**src/rtl/w3_pkg.sv**
```systemverilog
package w3_pkg;
  localparam int ADDR_W = 8;
  localparam int IDX_W  = 12;
  localparam int WORD_W = 32;
  localparam int CTRL_W = 24;

  typedef enum logic [1:0] {ST_IDLE, ST_HDR, ST_DATA, ST_HOLD} w3_state_e;
endpackage

```
**src/rtl/w3_sync.sv**
```systemverilog
module w3_sync #(
  parameter int          W       = 3,
  parameter int          STAGES  = 2,
  parameter logic [W-1:0] RST_VAL = '0
) (
  input  logic         clk_i,
  input  logic         rst_ni,
  input  logic [W-1:0] d_i,
  output logic [W-1:0] q_o
);
  logic [STAGES-1:0][W-1:0] st_q;

  always_ff @(posedge clk_i or negedge rst_ni)
    if (!rst_ni) st_q[0] <= RST_VAL;
    else         st_q[0] <= d_i;

  for (genvar s = 1; s < STAGES; s++) begin : g_stage
    always_ff @(posedge clk_i or negedge rst_ni)
      if (!rst_ni) st_q[s] <= RST_VAL;
      else         st_q[s] <= st_q[s-1];
  end

  assign q_o = st_q[STAGES-1];
endmodule

```
**src/rtl/w3_por_gate.sv**
```systemverilog
module w3_por_gate #(
  parameter int CYCLES = 12000
) (
  input  logic clk_i,
  input  logic rst_ni,
  output logic done_o
);
  localparam int CW = $clog2(CYCLES + 2);
  logic [CW-1:0] cnt_q;

  assign done_o = (cnt_q == CW'(CYCLES));

  always_ff @(posedge clk_i or negedge rst_ni)
    if (!rst_ni)      cnt_q <= '0;
    else if (!done_o) cnt_q <= cnt_q + 1'b1;
endmodule

```
**src/rtl/w3_frame.sv**
```systemverilog
module w3_frame
  import w3_pkg::*;
#(
  parameter logic [7:0] BANK_BASE = 8'h14,
  parameter int         BANK_REGS = 16
) (
  input  logic              clk_i,
  input  logic              rst_ni,
  input  logic              en_i,
  input  logic              bit_stb_i,
  input  logic              bit_i,
  input  logic              load_fall_i,
  input  logic              load_high_i,
  output logic              wr_valid_o,
  output logic              wr_ctrl_o,
  output logic [ADDR_W-1:0] wr_bank_o,
  output logic [IDX_W-1:0]  wr_index_o,
  output logic [WORD_W-1:0] wr_data_o
);
  localparam logic [IDX_W-1:0] LAST_IDX = IDX_W'(BANK_REGS - 1);

  w3_state_e         state_q;
  logic [4:0]        cnt_q;
  logic [WORD_W-1:0] sh_q;
  logic [ADDR_W-1:0] addr_q;
  logic              ctrl_q, burst_q;
  logic [IDX_W-1:0]  idx_q, first_q, last_q;
  logic [WORD_W-1:0] nxt;

  assign nxt = {sh_q[WORD_W-2:0], bit_i};

  always_ff @(posedge clk_i or negedge rst_ni) begin
    if (!rst_ni) begin
      state_q    <= ST_IDLE;
      cnt_q      <= '0;
      sh_q       <= '0;
      addr_q     <= '0;
      ctrl_q     <= 1'b0;
      burst_q    <= 1'b0;
      idx_q      <= '0;
      first_q    <= '0;
      last_q     <= '0;
      wr_valid_o <= 1'b0;
      wr_ctrl_o  <= 1'b0;
      wr_bank_o  <= '0;
      wr_index_o <= '0;
      wr_data_o  <= '0;
    end else begin
      wr_valid_o <= 1'b0;
      if (!en_i) begin
        state_q <= ST_IDLE;
      end else begin
        unique case (state_q)
          ST_IDLE: if (load_fall_i) begin
            state_q <= ST_HDR;
            cnt_q   <= '0;
          end
          ST_HDR: begin
            if (load_high_i) state_q <= ST_IDLE;
            else if (bit_stb_i) begin
              sh_q  <= nxt;
              cnt_q <= cnt_q + 1'b1;
              if (cnt_q == 5'd7) begin
                addr_q <= nxt[ADDR_W-1:0];
                ctrl_q <= (nxt[ADDR_W-1:0] < BANK_BASE);
              end
              if (cnt_q == 5'd31) begin
                if (ctrl_q) begin
                  wr_valid_o <= 1'b1;
                  wr_ctrl_o  <= 1'b1;
                  wr_bank_o  <= addr_q;
                  wr_index_o <= '0;
                  wr_data_o  <= {{(WORD_W-CTRL_W){1'b0}}, nxt[CTRL_W-1:0]};
                  state_q    <= ST_HOLD;
                end else begin
                  first_q <= nxt[2*IDX_W-1:IDX_W];
                  last_q  <= nxt[IDX_W-1:0];
                  idx_q   <= nxt[2*IDX_W-1:IDX_W];
                  burst_q <= (nxt[2*IDX_W-1:0] == '0);
                  if (nxt[2*IDX_W-1:0] != '0 && nxt[2*IDX_W-1:IDX_W] > nxt[IDX_W-1:0])
                    state_q <= ST_HOLD;
                  else
                    state_q <= ST_DATA;
                end
              end
            end
          end
          ST_DATA: begin
            if (load_high_i && !burst_q) state_q <= ST_IDLE;
            else if (bit_stb_i) begin
              sh_q  <= nxt;
              cnt_q <= cnt_q + 1'b1;
              if (cnt_q == 5'd31) begin
                wr_valid_o <= 1'b1;
                wr_ctrl_o  <= 1'b0;
                wr_bank_o  <= addr_q;
                wr_index_o <= idx_q;
                wr_data_o  <= nxt;
                if (burst_q ? (idx_q == LAST_IDX) : (idx_q == last_q))
                  state_q <= ST_HOLD;
                else
                  idx_q <= idx_q + 1'b1;
              end
            end
          end
          ST_HOLD: if (load_high_i) state_q <= ST_IDLE;
          default: state_q <= ST_IDLE;
        endcase
      end
    end
  end

  // control writes carry a control address, index 0, upper data byte clear
  a_r1_ctrl_shape: assert property (@(posedge clk_i) disable iff (!rst_ni)
    wr_valid_o && wr_ctrl_o |-> wr_data_o[31:24] == '0 && wr_index_o == '0 && wr_bank_o < BANK_BASE);
  // window writes stay inside the index window
  a_r4_in_window: assert property (@(posedge clk_i) disable iff (!rst_ni)
    wr_valid_o && !wr_ctrl_o && !burst_q |-> wr_index_o >= first_q && wr_index_o <= last_q);
  // burst writes stay inside the bank
  a_r6_burst_range: assert property (@(posedge clk_i) disable iff (!rst_ni)
    wr_valid_o && !wr_ctrl_o && burst_q |-> wr_index_o <= LAST_IDX);
  // bank writes name a bank address
  a_r3_bank_addr: assert property (@(posedge clk_i) disable iff (!rst_ni)
    wr_valid_o && !wr_ctrl_o |-> wr_bank_o >= BANK_BASE);
endmodule

```
**src/rtl/w3_win_wr.sv**
```systemverilog
module w3_win_wr
  import w3_pkg::*;
#(
  parameter logic [7:0] BANK_BASE   = 8'h14,
  parameter int         BANK_REGS   = 16,
  parameter int         POR_CYCLES  = 12000,
  parameter int         SYNC_STAGES = 2
) (
  input  logic        clk_i,
  input  logic        rst_ni,
  input  logic        sck_i,
  input  logic        load_ni,
  input  logic        sdata_i,
  output logic        wr_valid_o,
  output logic        wr_ctrl_o,
  output logic [7:0]  wr_bank_o,
  output logic [11:0] wr_index_o,
  output logic [31:0] wr_data_o
);
  logic [2:0] pins_s;
  logic       sck_q, load_q, por_done;
  logic       sck_rise, load_fall;

  w3_sync #(.W(3), .STAGES(SYNC_STAGES), .RST_VAL(3'b010)) u_sync (
    .clk_i (clk_i),
    .rst_ni(rst_ni),
    .d_i   ({sck_i, load_ni, sdata_i}),
    .q_o   (pins_s)
  );

  always_ff @(posedge clk_i or negedge rst_ni)
    if (!rst_ni) begin
      sck_q  <= 1'b0;
      load_q <= 1'b1;
    end else begin
      sck_q  <= pins_s[2];
      load_q <= pins_s[1];
    end

  assign sck_rise  = pins_s[2] & ~sck_q;
  assign load_fall = ~pins_s[1] & load_q;

  w3_por_gate #(.CYCLES(POR_CYCLES)) u_por (
    .clk_i (clk_i),
    .rst_ni(rst_ni),
    .done_o(por_done)
  );

  w3_frame #(.BANK_BASE(BANK_BASE), .BANK_REGS(BANK_REGS)) u_frame (
    .clk_i      (clk_i),
    .rst_ni     (rst_ni),
    .en_i       (por_done),
    .bit_stb_i  (sck_rise),
    .bit_i      (pins_s[0]),
    .load_fall_i(load_fall),
    .load_high_i(pins_s[1]),
    .wr_valid_o (wr_valid_o),
    .wr_ctrl_o  (wr_ctrl_o),
    .wr_bank_o  (wr_bank_o),
    .wr_index_o (wr_index_o),
    .wr_data_o  (wr_data_o)
  );

  // nothing is written while the power-on window is open
  a_r9_por_block: assert property (@(posedge clk_i) disable iff (!rst_ni)
    !por_done |-> !wr_valid_o);
  // write strobe is a single-cycle pulse
  a_r10_single_pulse: assert property (@(posedge clk_i) disable iff (!rst_ni)
    wr_valid_o |=> !wr_valid_o);
endmodule

```
**config.mk**
```make
export PLATFORM = sky130hd
export DESIGN_NAME = w3_win_wr
export DESIGN_NICKNAME = d
export VERILOG_FILES = /design/src/rtl/w3_pkg.sv /design/src/rtl/w3_sync.sv /design/src/rtl/w3_por_gate.sv /design/src/rtl/w3_frame.sv /design/src/rtl/w3_win_wr.sv
export SDC_FILE = /design/constraint.sdc
export NUM_CORES = 1
export LEC_CHECK = 0
export ABC_AREA = 0
export BUFFER_PORTS_ARGS = -buffer_cell sky130_fd_sc_hd__buf_2
export CORE_MARGIN = 5
export CORE_UTILIZATION = 30
export CTS_CLUSTER_DIAMETER = 50
export CTS_CLUSTER_SIZE = 25
export DETAILED_ROUTE_END_ITERATION = 8
export PLACE_DENSITY_LB_ADDON = 0.2
export SETUP_SLACK_MARGIN = 0.2
export SLEW_MARGIN = 10
export SYNTH_ARGS = -nofsm -noshare
export SYNTH_HDL_FRONTEND = slang
export SYNTH_HIERARCHICAL = 1
export SYNTH_SLANG_ARGS = --single-unit
```
**constraint.sdc**
```tcl
create_clock -name clk_i -period 8.92 [get_ports clk_i]
set_clock_uncertainty 0.2 [all_clocks]
set_input_delay 0.892 -clock clk_i [delete_from_list [all_inputs] [get_ports clk_i]]
set_output_delay 0.892 -clock clk_i [all_outputs]
set_load 0.05 [all_outputs]
```
* After elaboration in Yosys (flattened, before gate mapping)
Cells that the tools add are included.
** Word-level totals
- Input bits :: 5
- RAM bits :: 0
- Word-level logic and storage cells :: 141
- Latch bits :: 0
- Memories :: 0
- Output and inout bits :: 54
- Bits in registers :: 149
- Bits in read-only memories :: 0
** Operators by class
- Equality and inequality tests :: 25
- Multiplexer cells :: 73
- Multipliers :: 0
- Shift operators :: 0
- Add/sub/neg operators :: 3
- Div/mod/pow operators :: 0
- Bitwise logic cells :: 5
- Reduce and logical (&&, ||, !) cells :: 15
- Magnitude comparators :: 2
** Operator list (count)
- $mux 32 :: 10
- $mux 12 :: 15
- $pmux 32 s2 :: 2
- $mux 8 :: 7
- $pmux 12 s2 :: 2
- $logic_not 24->1 :: 1
- $reduce_bool 24->1 :: 1
- $mux 2 :: 11
- $mux 5 :: 4
- $ne 4x4->1 const B :: 5
- $mux 1 :: 17
- $pmux 8 s2 :: 1
- $pmux 5 s3 :: 1
- $add 14x1->14 const B :: 1
- $eq 14x14->1 const B :: 1
- $ne 2x2->1 const B :: 7
- $add 12x1->12 const B :: 1
- $eq 12x12->1 :: 1
- $eq 12x4->1 const B :: 1
- $gt 12x12->1 :: 1
- $reduce_and 10->1 :: 1
- $reduce_and 5->1 :: 2
- $reduce_and 9->1 :: 1
- $lt 8x5->1 const B :: 1
- 19 further kinds :: 28

* Logic depth before layout (Yosys ltp)
- Depth after elaboration :: 9
- Mapped depth :: 10
- Mapped depth without buffers :: 9

* Hierarchy
The synthesis kept the hierarchy.
** Modules (own cells, without submodules)
- w3_frame :: area an instance 6125.9 um2, sequential area each 3153.0 um2, instances 1, cells an instance 601
- w3_por_gate :: area an instance 676.9 um2, sequential area each 350.3 um2, instances 1, cells an instance 59
- w3_sync :: area an instance 175.2 um2, sequential area each 152.6 um2, instances 1, cells an instance 9
- w3_win_wr :: area an instance 78.8 um2, sequential area each 51.3 um2, instances 1, cells an instance 4

* Least setup slack after synthesis
Ideal clock, no wire load.
- Path type :: flip-flop to flip-flop
- From :: reg u_por.cnt_q[3]
- To :: reg u_frame.sh_q[16]
- Data arrival time :: 2.490 ns
- Slack :: 6.102 ns
- Clock period less this slack :: 2.818 ns
- Cell stages (with the launch flop) :: 7
- Path buffers :: 2
- Data required time :: 8.592 ns
- Setup time :: 0.128 ns
- Cells stage by stage :: dfrtp_1 > or4_4 > nor4_4 > clkbuf_1 > nand4_1 > buf_2 > mux2_1
** On the way
- Word-level cells in the longest chain between the ends :: 2
** RTL lines
- start, declared :: RTL line w3_por_gate.sv:9 : logic [CW-1:0] cnt_q;
- start signal, assigned :: RTL line w3_por_gate.sv:15 : else if (!done_o) cnt_q <= cnt_q + 1'b1;
- $eq 14x14->1 :: RTL line w3_por_gate.sv:11 : assign done_o = (cnt_q == CW'(CYCLES));
- net por_done :: RTL line w3_win_wr.sv:21 : logic sck_q, load_q, por_done;
- $reduce_and 4->1 (no source line)
- end signal, assigned :: RTL line w3_frame.sv:61 : sh_q <= nxt;
- end signal, assigned :: RTL line w3_frame.sv:91 : sh_q <= nxt;
- end, declared :: RTL line w3_frame.sv:24 : logic [WORD_W-1:0] sh_q;
The timed path passes the listed nets, and every way through them passes these cells.
A chain may end at the register's enable or synchronous reset.

* Worst setup path in the final report
- From :: reg u_por.cnt_q[3]
- To :: reg u_frame.wr_data_o[21]
** On the way
- Word-level cells in the longest chain between the ends :: 2
** RTL lines
- $eq 14x14->1 :: RTL line w3_por_gate.sv:11
- net por_done :: RTL line w3_win_wr.sv:21
- $reduce_and 9->1 (no source line)
- end signal, assigned :: RTL line w3_frame.sv:73 : wr_data_o <= {{(WORD_W-CTRL_W){1'b0}}, nxt[CTRL_W-1:0]};
- end signal, assigned :: RTL line w3_frame.sv:98 : wr_data_o <= nxt;
- end, declared :: RTL line w3_frame.sv:18 : output logic [WORD_W-1:0] wr_data_o
The timed path passes the listed nets, and every way through them passes these cells.

==> flow_summary.ini <==
[cts]
cts_sinks = 148
clockBufferDepth = 2
cts_tree = done
clockRootBuffer = clkbuf_16
cts_setup_buffers = 0
clkTransAtPathRegs_ns = 0.06
cts_made_buffers = 17
holdBufCountCts = 0
clkLatencyLatePin_ns = 0.42
cts_resized = 0
ctsHtreeMaxLevel = 4

[floorplanning]
dieHeight_um = 163
dieArea_um2 = 26700
start_util_pct = 30.2
ios = 59
die_x_um = 163
core_area_um2 = 23300
row_count = 56

[timing]
setup_ws_ns = 5.14
fmax_mhz = 265
hold_viol = 0
rsz0062_at_grt = no
worst_slew_pin_slew_ns = 1.07
fin_tns_setup_ns = 0
setup_viol = 0
whs_ns = 0.147
layout_min_cycle_time_ns = 3.78
fin_crit_sh_pct = 42.3
maxSlewViolCount = 0
slew_headroom_pct = 29.0

[logic_synthesis]
syn-num-nets = 701
synth_top_flop_cell = dfrtp_1
synth-seq-cells = 148
synth_edf_count = 0
post_synth.cell_area_avg_um2 = 10.5
ys_types = 58
async_flop_share_pct = 100
ys_seq_area_share_pct = 52.5
synth_warnings = 6
synth_cells = 673
netlist_area_um2 = 7060

[global_route]
overflow = 0
grt_max_degree = 76
antenna_found_initial = 0
grt_pass1_vias = 4953
grt_pass1_wl_um = 27900
track_usage_pct = 13.2

[detailed_routing]
num_vias = 5011
drc = 0
antenna_left = 0
wl_per_cell_um = 15.9
via_per_inst = 4.78
drtPass1Iterations = 4
dr.first_iter.drc_count = 263
finalWirelength_um = 16700

[layout]
postLayoutCoreUtil_pct = 35.1
syn_to_final_growth_pct = 16.0
layout.cells.non_filler = 1048
diodes = 0
drive_gt1_share_pct = 18.1
fin_nets = 744
num-fill-cells = 2392

[placement]
gp_congestion = 0.756
port_buffers = 58
place_inst = 1016
place_ws_ns = 5.11
hpwl_um = 11300

[worst_setup_path]
endpoint_kind = register
startpoint_type = register
required_ns = 9.02
crit_type = register to register
cp.arrival_ns = 3.87
crit_fanout = 52

[min_path]
hp-class = register to register

[pwr]
p_leak_nw = 3.69
ir_drop_uv = 107
power_density_nw_per_um2 = 171

[run]
max-cap-violations = 0

[run_status]
status = completed
worst paths after layout:
path | cells after the start | startpoint | slack, ns | to
min reg2reg | 0 | u_sync/st_q[0] | 0.15 | u_sync/q_o[0]
max reg2reg | 5 | u_por/cnt_q[3] | 5.14 | u_frame/wr_data_o[21]
min in group asynchronous | 1 | rst_ni | 0.29 | u_por/cnt_q[9]
max | 5 | u_por/cnt_q[3] | 5.14 | u_frame/wr_data_o[21]
min | 0 | u_sync/st_q[0] | 0.15 | u_sync/q_o[0]
max in group asynchronous | 2 | rst_ni | 6.78 | u_frame/idx_q[10]
power breakdown:
| part | internal (W) | switching [W] |
|---|---|---|
| Sequential | 0.000674 | 0.00000159 |
| Combinational | 0.00000336 | 0.0000155 |
| Clock | 0.000422 | 0.000287 |
final cells by class:
| class | instances | area [um^2] | area share (%) |
|---|---|---|---|
| well taps | 319 | 399 | 4.88 |
| flip-flops and latches | 148 | 3710 | 45.3 |
| inverters | 28 | 105 | 1.28 |
| repair buffers | 62 | 327 | 3.99 |
| multi-input cells | 459 | 3070 | 37.5 |
| clock inverters | 10 | 124 | 1.51 |
| clock buffers | 22 | 454 | 5.55 |
sequential cells by signal, indices dropped and copies added, names as in the netlist:
register            cells
u_frame/burst_q         1
u_frame/last_q         12
u_frame/sh_q           31
u_frame/state_q         2
u_frame/cnt_q           5
u_sync/st_q             3
u_frame/wr_ctrl_o       1
u_frame/ctrl_q          1
u_frame/wr_bank_o       8
u_frame/idx_q          12
u_frame/wr_valid_o      1
u_frame/wr_index_o     12
sck_q                   1
u_frame/addr_q          8
u_sync/q_o              3
u_frame/wr_data_o      32
load_q                  1
u_por/cnt_q            14
cells in the mapped netlist (17+ instances only):
master | count | area [um^2]
mux2_1 | 17 | 191
clkbuf_1 | 21 | 78.8
o21ai_1 | 37 | 185
a21oi_1 | 18 | 90.1
inv_1 | 28 | 105
o21ai_0 | 40 | 200
ha_1 | 23 | 288
dfrtp_1 | 145 | 3630
mux2_2 | 23 | 259
nand2_1 | 109 | 409
nor2_1 | 17 | 63.8
stage by stage:
stage,area [um^2],power [W]
6_report,8180,0.00140
5_1_grt,8180,0.00146
4_1_cts,8180,0.00143
3_5_place_dp,7600,0.000708
3_3_place_gp,7600,0.000708
2_1_floorplan,7060,0.000692
cell usage in the layout, fill, tap and decap left out, drive strengths merged, types with 8 or more instances in the layout:
master	synthesis	routed
a21oi	18	18
clkbuf	21	22
xnor2	13	13
nand3	13	13
nor2b	14	14
mux2	41	41
buf	17	62
and3	8	8
nand2b	8	8
nand4	14	14
nand2	109	109
nor4	9	9
dfrtp	145	145
o21ai	77	77
inv	28	30
nor3	13	13
nor2	17	17
ha	23	23
logic make-up after synthesis:
kind of cell,after synthesis,share of synthesized area [%]
adder cells (fa/ha/maj),23,4.08
flip-flops,148,52.5
AO/OA/AOI/OAI,147,13.1
XOR/XNOR,18,2.23
AND/OR/NAND/NOR,224,16.3
multiplexers,47,7.45
buffers and inverters,66,4.26
worst max-delay path, stage by stage (launching register included):
cell and delay [ns]:
dfrtp_1 0.43, or4_4 0.56, nor4_4 0.78, o2111ai_4 0.75, buf_4 0.54, mux2_1 0.36
routing by layer:
layer	vias to the layer above	track usage [%]	share of wire [%]
li1	2478	-	-
met1	2453	18.2	49
met2	72	20.9	47
met3	8	2.85	2.6
met4	0	3.66	0.87
met5	-	0	0
Note: power is estimated with default switching activity, not from simulation.
